===== src/rtl/wait_stop_ctl.sv =====
module wait_stop_ctl (
  input  logic       clk,
  input  logic       rst_n,
  input  logic       wai_exec,
  input  logic       stp_exec,
  input  logic       res_n,
  input  logic       abort_n,
  input  logic       nmi_n,
  input  logic       irq_n,
  input  logic       i_flag,
  input  logic       ack,
  output logic       rdy,
  output logic       clk_en,
  output logic [4:0] act,
  output logic       ret_wai
);

  localparam logic [4:0] A_RES = 5'b00001;
  localparam logic [4:0] A_ABT = 5'b00010;
  localparam logic [4:0] A_NMI = 5'b00100;
  localparam logic [4:0] A_IRQ = 5'b01000;
  localparam logic [4:0] A_RSM = 5'b10000;

  typedef enum logic [1:0] {S_RUN, S_WAIT, S_ABWT, S_STOP} st_t;

  st_t        st, st_nx;
  logic       res_q, abt_q, nmi_q;
  logic       res_p, abt_p, nmi_p;
  logic [4:0] act_q, ld_act;
  logic       rw_q, ld_rw, ld;

  wire live     = (st != S_STOP);
  wire res_fall = res_q & ~res_n;
  wire abt_fall = live & abt_q & ~abort_n;
  wire nmi_fall = live & nmi_q & ~nmi_n;
  wire res_req  = res_p | res_fall;
  wire abt_req  = abt_p | abt_fall;
  wire nmi_req  = nmi_p | nmi_fall;
  wire irq_on   = live & ~irq_n;
  wire free     = (act_q == 5'd0);

  always_comb begin
    st_nx  = st;
    ld     = 1'b0;
    ld_act = 5'd0;
    ld_rw  = 1'b0;
    if (res_req && !act_q[0]) begin
      ld = 1'b1; ld_act = A_RES; st_nx = S_RUN;
    end else if (free && live) begin
      case (st)
        S_RUN: begin
          if (abt_req)                begin ld = 1'b1; ld_act = A_ABT; end
          else if (nmi_req)           begin ld = 1'b1; ld_act = A_NMI; end
          else if (irq_on && !i_flag) begin ld = 1'b1; ld_act = A_IRQ; end
          else if (stp_exec)          st_nx = S_STOP;
          else if (wai_exec)          st_nx = S_WAIT;
        end
        S_WAIT: begin
          if (abt_req)     begin ld = 1'b1; ld_act = A_ABT; st_nx = S_ABWT; end
          else if (nmi_req) begin ld = 1'b1; ld_act = A_NMI; st_nx = S_RUN; end
          else if (irq_on) begin
            ld = 1'b1; ld_act = i_flag ? A_RSM : A_IRQ; st_nx = S_RUN;
          end
        end
        S_ABWT: begin
          if (abt_req)      begin ld = 1'b1; ld_act = A_ABT; end
          else if (nmi_req) begin ld = 1'b1; ld_act = A_NMI; ld_rw = 1'b1; st_nx = S_RUN; end
          else if (irq_on) begin
            ld = 1'b1; ld_act = i_flag ? A_RSM : A_IRQ; ld_rw = 1'b1; st_nx = S_RUN;
          end
        end
        default: ;
      endcase
    end
  end

  always_ff @(posedge clk) begin
    if (!rst_n) begin
      st    <= S_RUN;
      res_q <= 1'b1;
      abt_q <= 1'b1;
      nmi_q <= 1'b1;
      res_p <= 1'b0;
      abt_p <= 1'b0;
      nmi_p <= 1'b0;
      act_q <= 5'd0;
      rw_q  <= 1'b0;
    end else begin
      st    <= st_nx;
      res_q <= res_n;
      abt_q <= abort_n;
      nmi_q <= nmi_n;
      res_p <= res_req & ~(ld & ld_act[0]);
      abt_p <= abt_req & ~(ld & (ld_act[0] | ld_act[1]));
      nmi_p <= nmi_req & ~(ld & (ld_act[0] | ld_act[2]));
      if (ld) begin
        act_q <= ld_act;
        rw_q  <= ld_rw;
      end else if (ack) begin
        act_q <= 5'd0;
        rw_q  <= 1'b0;
      end
    end
  end

  assign rdy     = (st == S_RUN);
  assign clk_en  = live | res_fall;
  assign act     = act_q;
  assign ret_wai = rw_q;

  p_act_onehot_r9: assert property (@(posedge clk) disable iff (!rst_n)
    $onehot0(act));

  p_act_hold_r9: assert property (@(posedge clk) disable iff (!rst_n)
    (act != 5'd0 && !ack && !res_fall) |=> $stable(act));

  p_reset_wins_r10: assert property (@(posedge clk) disable iff (!rst_n)
    res_fall |=> act == A_RES);

  p_stop_silent_r7: assert property (@(posedge clk) disable iff (!rst_n)
    !clk_en |-> act == 5'd0);

  p_wait_stall_r2: assert property (@(posedge clk) disable iff (!rst_n)
    (rdy && act == 5'd0 && wai_exec && !stp_exec && res_n && abort_n && nmi_n
     && (irq_n || i_flag)) |=> !rdy);

  p_retwai_r5: assert property (@(posedge clk) disable iff (!rst_n)
    ret_wai |-> act != 5'd0);

endmodule


===== config.mk =====
export PLATFORM = sky130hd
export DESIGN_NAME = wait_stop_ctl
export DESIGN_NICKNAME = d
export VERILOG_FILES = /design/src/rtl/wait_stop_ctl.sv
export SDC_FILE = /design/constraint.sdc
export NUM_CORES = 1
export LEC_CHECK = 0
export ABC_AREA = 1
export BUFFER_PORTS_ARGS = -buffer_cell sky130_fd_sc_hd__buf_2
export CORE_AREA = 2 2 41 43
export CTS_BUF_LIST = sky130_fd_sc_hd__clkbuf_16
export DETAILED_ROUTE_END_ITERATION = 7
export DIE_AREA = 0 0 43 45
export GPL_ROUTABILITY_DRIVEN = 0
export MAX_ROUTING_LAYER = met4
export PLACE_DENSITY_LB_ADDON = 0.2
export SETUP_SLACK_MARGIN = 0.5
export SKIP_CTS_REPAIR_TIMING = 1
export SYNTH_ARGS = -nofsm -noshare
export SYNTH_HDL_FRONTEND = slang
export SYNTH_SLANG_ARGS = --single-unit

===== constraint.sdc =====
create_clock -name clk -period 2.8 [get_ports clk]
set_input_delay 0.14 -clock clk [delete_from_list [all_inputs] [get_ports clk]]
set_output_delay 0.14 -clock clk [all_outputs]
set_load 0.05 [all_outputs]

Word-level counts from Yosys, hierarchy flattened
Cells that the tools add are included.
{"block": "word_totals", "ff_bits": 14}
{"block": "classes", "bitwise": 26, "n_mux": 37, "eq_ne": 8, "n_reduce_logical": 12}
{"cell": "$mux 5", "count": 8}
{"cell": "$mux 2", "count": 9}
{"cell": "$mux 1", "count": 14}
{"cell": "$and 1x1->1", "count": 12}
{"cell": "$mux 4", "count": 3}
{"cell": "$ne 2x2->1 const B", "count": 5}
{"cell": "$pmux 5 s2", "count": 1}
{"cell": "$not 1->1", "count": 8}
{"cell": "$reduce_and 7->1", "count": 1}
{"cell": "$or 1x1->1", "count": 6}
{"cell": "$pmux 2 s3", "count": 1}
{"cell": "$logic_not 5->1", "count": 1}
{"cell": "$reduce_or 2->1", "count": 2}
{"cell": "$logic_and 1x1->1", "count": 3}
{"cell": "$ne 3x3->1 const B", "count": 1}
{"cell": "$reduce_bool 3->1", "count": 1}
{"cell": "$eq 2x1->1 const B", "count": 1}
{"cell": "$eq 2x2->1 const B", "count": 1}
{"cell": "$logic_not 1->1", "count": 2}
{"cell": "$logic_not 2->1", "count": 1}
{"cell": "$pmux 1 s2", "count": 1}
{"cell": "$reduce_bool 2->1", "count": 1}

Depth between registers and ports, before layout
Gate-level depths: netlist (run 1).
{"block": "logic_depth", "word_depth": 13, "ltp_mapped": 10}

Worst setup path after synthesis (run 1)
Ideal clock, no wire load.
{"block": "synth_path", "path_type": "register to register", "start": "register st[0]", "end": "register st[0]", "path_stages_with_launch": 9, "setup_slack_ns": 1.086, "synth_period_minus_slack_ns": 1.714, "t_arrival_ns": 1.648, "cell_sequence": "dfxtp_1 > inv_1 > ha_1 > or2_2 > a21oi_1 > nand2_1 > inv_2 > nand2_1 > a21oi_2"}
{"element": "from (decl)", "line_no": "26", "text": "st_t st, st_nx;"}
{"element": "from (signal assigned)", "line_no": "89", "text": "st <= st_nx;"}
{"element": "$logic_not 2->1 *"}
{"element": "via rdy", "line_no": "12", "text": "output logic rdy,"}
{"element": "$ne 3x3->1 (no source line) (tied with other cells)"}
{"element": "$reduce_and 7->1 (no source line)"}
The timed path passes the listed nets; every way through them passes the cells marked *. The select of a mux whose other input is x is not followed.
A chain may end at the register's enable or synchronous reset.

Worst setup path in the final report (run 1)
{"block": "layout_path", "start": "register st[0]", "end": "register rw_q (netlist: ret_wai)"}
{"block": "layout_via", "elab_chain_cells": 10}
{"element": "$ne 2x2->1", "line_no": "32", "text": "wire live = (st != S_STOP);"}
{"element": "$and 1x1->1 (on tied branches)", "line_no": "35, 39"}
{"element": "$and 1x1->1 / $logic_and 1x1->1 (equally long branches)", "line_no": "35, 54"}
{"element": "$or 1x1->1 / $mux 1 (equally long branches)", "line_no": "38, 54"}
{"element": "$mux 1 (on tied branches)", "line_no": "67, 53"}
{"element": "$mux 1 (on tied branches)", "line_no": "66, 52"}
{"element": "$pmux 1 s2 / $mux 1 (equally long branches)", "line_no": "50", "text": "case (st)"}
{"element": "$mux 1", "line_no": "49", "text": "end else if (free && live) begin"}
{"element": "$mux 1", "line_no": "47", "text": "if (res_req && !act_q[0]) begin"}
{"element": "$mux 1 / $reduce_bool 2->1 (equally long branches)"}
{"element": "to (signal assigned)", "line_no": "98", "text": "rw_q <= ld_rw;"}
{"element": "to (decl)", "line_no": "30", "text": "logic rw_q, ld_rw, ld;"}
Parallel ways exist; a longest one is shown, timed or not.

==> results of run 1 <==
final cells by class:
class | instances | share of cell area, %
timing repair buffer | 17 | 8.88
inverter | 15 | 5.87
tap | 16 | 2.09
sequential | 14 | 29.2
clock inverter | 1 | 0.392
multi-input combinational | 83 | 45.7
clock buffer | 3 | 7.83
cells by family (layout without fill, tap and decap cells):
group,after synthesis,count (layout),synth area share [%]
compound gates,13,13,10.5
fa+ha+maj,4,4,6.46
buf+inv,15,36,7.27
flops,14,14,36.2
simple gates,66,66,39.6
routing by layer:
| layer | vias to the layer above | track usage (%) |
|---|---|---|
| li1 | 402 | - |
| met1 | 348 | 23.8 |
| met2 | 26 | 33.9 |
| met3 | 4 | 4.40 |
| met4 | 0 | 9.09 |
| met5 | - | - |
power groups by stage:
stage | combinational (µW) | clock (µW) | sequential, µW
finish | 150 | 262 | 220
global route | 169 | 278 | 221
CTS | 150 | 269 | 220
detailed placement | 149 | 0 | 224
global placement | 147 | 0 | 223
floorplan | 104 | 0 | 236
worst paths after layout:
kind	startpoint	endpoint	cells after the start
setup / recovery	st[0]$_SDFFE_PP0P_	ret_wai$_SDFFE_PN0P_	8
hold / removal	abort_n	abt_q$_SDFF_PN1_	3
setup reg to reg	st[0]$_SDFFE_PP0P_	ret_wai$_SDFFE_PN0P_	8
hold reg to reg	res_p$_SDFF_PN0_	res_p$_SDFF_PN0_	2
sequential cells by signal (all words and copies together) (netlist names):
register / count
res_p: 1
act: 5
ret_wai: 1
nmi_q: 1
abt_p: 1
res_q: 1
st: 2
nmi_p: 1
abt_q: 1
stage by stage:
stage | cell area, µm² | hold WS (ps) | cells | util [%]
CTS | 958 | 88.3 | 149 | 65.1
global placement | 880 | 325 | 145 | 59.8
global route | 958 | 113 | 149 | 65.1
detailed placement | 880 | 333 | 145 | 59.8
floorplan | 774 | 209 | 112 | -
finish | 958 | 87.4 | 149 | 65.1
Yosys cell counts:
| master | count |
|---|---|
| a21oi_1 | 8 |
| a21oi_2 | 1 |
| a21oi_4 | 1 |
| dfxtp_1 | 14 |
| ha_1 | 4 |
| inv_1 | 14 |
| inv_2 | 1 |
| nand2_1 | 25 |
| nand2_2 | 1 |
| nand2_4 | 1 |
| nand3_1 | 10 |
| nand3_2 | 1 |
| nand4_1 | 2 |
| nor2_1 | 17 |
| nor3_1 | 3 |
| nor3b_2 | 1 |
| nor4_1 | 2 |
| o21ai_1 | 2 |
| o22ai_1 | 1 |
| or2_2 | 3 |
worst max-delay path, stage by stage, from the launching register on:
cell     delay [ps]
dfxtp_1         340
ha_1            300
nor2_1          240
nand2_1         100
nand2_1          90
nor2_1           60
nor3_1          200
nand2_1          80
a21oi_1         120
layout by cell type, fill, tap and decap left out, drive strengths merged:
cell type,instances
ha,4
inv,15
or2,3
nor3,3
o22ai,1
nand2,27
dfxtp,14
nor4,2
clkinv,1
nor3b,1
nand4,2
buf,17
nand3,11
nor2,17
a21oi,10
clkbuf,3
o21ai,2
==> reports/results.ini, run 1 <==
[outcome]
outcome=completed

[layout]
multi_input_area_um2=438
area_growth_pct=23.7
drive_gt1_share_pct=22.6
antenna_cells=0
final-seq-area_um2=280
fin_nets=148
fill_cells=136

[critical_path]
critPathArrivalTime_ps=1770
worst_setup_path_start_kind=flip-flop
crit_fanout=7
setup.worst_path.end_class=flip-flop
cp.required_ps=2970
ff2ff_setup_slack_ps=1200
path_class=reg2reg

[drt]
drt_wl_total_mm=1.64
drt_first_pass_iters=4
drt_iter0_markers=21
m1WireLength_um=735
wl_met2_um=786
vias=780
vias_per_cell=5.23
wire_per_inst_um=11.0
top_layer_used=met4
postRouteAntennaNets=0
wl_met3_um=97
drc=0

[logic_synthesis]
synth_sequential_area_ratio_pct=36.2
synth_area_um2=774
synth.avg_cell_area_um2=6.92
synth_top_area_share_pct=36.2
synth_area_leaders=dfxtp_1 36%, nand2_1 12%, nor2_1 8.2%
ys_seq_elements=14
synth_top_cell_by_area=dfxtp_1
syn_inst=112
yosysUniqueCellTypes=20
yosys_warnings=0
synth_fp_nets=126

[placed_design]
pre_cts_ws_ps=1220
dp_hpwl_mm=1.32
portBuffers=17

[sta]
fin_tns_setup_ps=0
fin_crit_sh_pct=57.2
worst_pin_slew_ps=281
rsz0062_at_grt=false
slew-limit-headroom_pct=81.2
setup_violations=0
period_minus_slack_ps=1600
fin_worst_skew_ps=1.98
drv_slew=0
hold_violations=0
finalWorstSetupSlack_ps=1200
maxClockFrequency_mhz=624

[flow_run]
cap_violations=0

[cts]
clockBufferDepth=2
cts_buffers=3
cts.clk_slew.worst_paths_ps=40
htree_levels=1
ctsRootBufferMaster=clkbuf_16
cts_tree=yes
clock_sink_count=14
clkLatencyLatePin_ps=240

[floorplan]
core-area_um2=1470
die_y_um=45
row_count=14
die_w_um=43
ios=18
start_util_pct=52.6
die_area_um2=1940

[global_route]
grt_first_pass_wirelength_mm=2.88
antenna_found_initial=0
first_global_vias=712
gr-total-overflow=0
track_usage_pct=20.4
grt_max_degree=9

[power_and_ir_drop]
seq_power_share_pct=34.8
ir_drop_uv=398
p_int_uw=447
pwr_density_cell_nw_per_um2=660
power_uw=633
swShare_pct=29.3
combPwrFrac_pct=23.7
pwr-share-clk_pct=41.4
p_leak_uw=0.000450
p_switching_uw=185

[hold_path]
hold_class=in2reg

Note: power is estimated with default switching activity, not from simulation.
==> run 2: changes to the inputs <==
--- a/config.mk
+++ b/config.mk
@@ -7,10 +7,10 @@
 export LEC_CHECK = 0
 export ABC_AREA = 1
 export BUFFER_PORTS_ARGS = -buffer_cell sky130_fd_sc_hd__buf_2
-export CORE_AREA = 2 2 41 43
+export CORE_AREA = 2 2 47 44
 export CTS_BUF_LIST = sky130_fd_sc_hd__clkbuf_16
 export DETAILED_ROUTE_END_ITERATION = 7
-export DIE_AREA = 0 0 43 45
+export DIE_AREA = 0 0 49 46
 export GPL_ROUTABILITY_DRIVEN = 0
 export MAX_ROUTING_LAYER = met4
 export PLACE_DENSITY_LB_ADDON = 0.2
==> constraint.sdc (replaced) <==
create_clock -name clk -period 1.43 [get_ports clk]
set_input_delay 0.0715 -clock clk [delete_from_list [all_inputs] [get_ports clk]]
set_output_delay 0.0715 -clock clk [all_outputs]
set_load 0.05 [all_outputs]
==> run 2 against run 1 <==
The flow now finishes with violations (setup timing). Maximum frequency is 10% higher. Via count is 13% higher. First-iteration DRC count is 67% higher. Critical path type unchanged. Final cell count is 11% higher. Sequential share of layout area is 4.5 points lower. Largest power group unchanged. Highest routed layer unchanged.
==> reports/results.ini, run 2 (synthesis gave the netlist of run 1 again) <==
[critical_path]
crit_fanout=7  ; unchanged
path_class=reg2reg
cpPeakStageDelay_ps=380  ; +40 ps
crit_buf_inv=0  ; unchanged
setup.worst_path.end_class=flip-flop
crit_chain=ha_4, nor2_4, nand2_1, nand2_1, nor2_1, nand3_1, nand3_1, nand2_1, a21oi_2
worst_setup_path_start_kind=flip-flop
critPathArrivalTime_ps=1630  ; -140 ps
slowest_stage=dfxtp_4
crit_top_cell=nand2_1
cp_top_family=simple AND/OR/NAND/NOR gates
cp.required_ps=1600  ; -1370 ps

[sta]
fin_worst_skew_ps=3.26  ; +1.28 ps
setup_violations=3  ; +3
hold_ws_ps=21.2  ; -66.2 ps
finalWorstSetupSlack_ps=-26.2  ; -1220 ps
worst_pin_slew_ps=368  ; +86.9 ps
rsz0062_at_grt=true
maxClockFrequency_mhz=687  ; +10%
fin_tns_setup_ps=-53.7  ; -53.7 ps
slew-limit-headroom_pct=75.4  ; -5.8 points
hold_violations=0  ; unchanged
fin_crit_sh_pct=102  ; +45 points
period_minus_slack_ps=1460  ; -146 ps
drv_slew=0  ; unchanged

[global_route]
antenna_found_initial=0  ; unchanged
track_usage_pct=17.7  ; -2.7 points
gr-total-overflow=0  ; unchanged
first_global_vias=747  ; +4.9%
grt_first_pass_wirelength_mm=2.97  ; +3.1%
grt_max_degree=9  ; unchanged

[drt]
top_layer_used=met4
drt_wl_total_mm=2.25  ; +37%
drc=0  ; unchanged
wl_met3_um=189  ; +95%
postRouteAntennaNets=0  ; unchanged
m1WireLength_um=908  ; +24%
wl_met2_mm=1.06  ; +35%
vias=885  ; +13%
wire_per_inst_um=13.6  ; +24%
drt_iter0_markers=35  ; +67%
drt_first_pass_iters=4  ; unchanged
vias_per_cell=5.36  ; +2.5%

[cts]
cts_buffers=3  ; unchanged
clkLatencyLatePin_ps=250  ; about the same
ctsRootBufferMaster=clkbuf_16
clockBufferDepth=2  ; unchanged
cts_tree=yes
clock_sink_count=14  ; unchanged
cts.clk_slew.worst_paths_ps=50  ; about the same
htree_levels=1  ; unchanged

[floorplan]
start_util_pct=42.5  ; -10 points
row_count=15  ; +1
die_area_um2=2250  ; +16%
die_w_um=49  ; +14%
die_y_um=46  ; +2.2%
core-area_um2=1820  ; +24%
ios=18  ; unchanged

[hold_path]
hold_class=in2reg

[placed_design]
pre_cts_ws_ps=-48.9  ; -1270 ps
portBuffers=17  ; unchanged
dp_hpwl_mm=1.42  ; +8.0%

[outcome]
outcome=finished, violations left
violations=setup timing

[power_and_ir_drop]
power_uw=1400  ; +120%
p_leak_uw=0.000523  ; +16%
pwr_density_cell_nw_per_um2=1180  ; +79%
ir_drop_uv=576  ; +45%

[flow_run]
cap_violations=0  ; unchanged

[layout]
layout_common_cells=22 x nand2_1, 11 x buf_2, 10 x inv_1
fin_nets=155  ; +4.7%
mostFrequentLayoutCell=nand2_1
largest_register_ffs=5  ; unchanged
antenna_cells=0  ; unchanged
drive_gt1_share_pct=47.1  ; +25 points
area_growth_pct=52.8

==> run 2: area by class of cell <==
type / count / area (µm²)
inverters: 15 / 58.8
repair buffers: 24 / 171
clock buffers: 3 / 75.1
well taps: 25 / 31.3
fillers: 156 / 637
multi-input cells: 83 / 551
flip-flops and latches: 14 / 293
clock inverters: 1 / 3.75
==> run 2: where the power goes <==
group	switching [µW]	leakage (µW)	internal, µW
Sequential	21.3	0.000118	415
Combinational	263	0.000367	161
Clock	168	0.0000385	370
==> run 2: routing by layer <==
layer	vias to the layer above	global-route usage, %
met5	-	-
met4	0	9.71
met3	10	2.96
met2	51	30.1
met1	406	20.4
li1	418	-
==> run 2: path summary, 6_finish.rpt <==
check                                          from  slack [ps]                   to  cells after the start
worst max register to register   st[1]$_SDFFE_PP0P_         -30   st[0]$_SDFFE_PP0P_                      9
worst min-delay path                          res_n          20     res_q$_SDFF_PN1_                      3
worst min register to register  act[1]$_SDFFE_PN0P_         480  act[1]$_SDFFE_PN0P_                      2
worst max-delay path             st[1]$_SDFFE_PP0P_         -30   st[0]$_SDFFE_PP0P_                      9
==> run 2: worst min-delay path: cells and delay by family <==
family	cells	cell delay [ps]
buffers and inverters	2	110
and+or+nand+nor	1	50
==> run 2: metrics by stage <==
| step | std cells | util, % | cell area [µm²] |
|---|---|---|---|
| 3_5_place_dp | 156 | 51.5 | 937 |
| 3_3_place_gp | 156 | 51.5 | 937 |
| 4_1_cts | 160 | 55.8 | 1020 |
| 5_1_grt | 165 | 65.0 | 1180 |
| 2_1_floorplan | 112 | - | 806 |
| 6_report | 165 | 65.0 | 1180 |
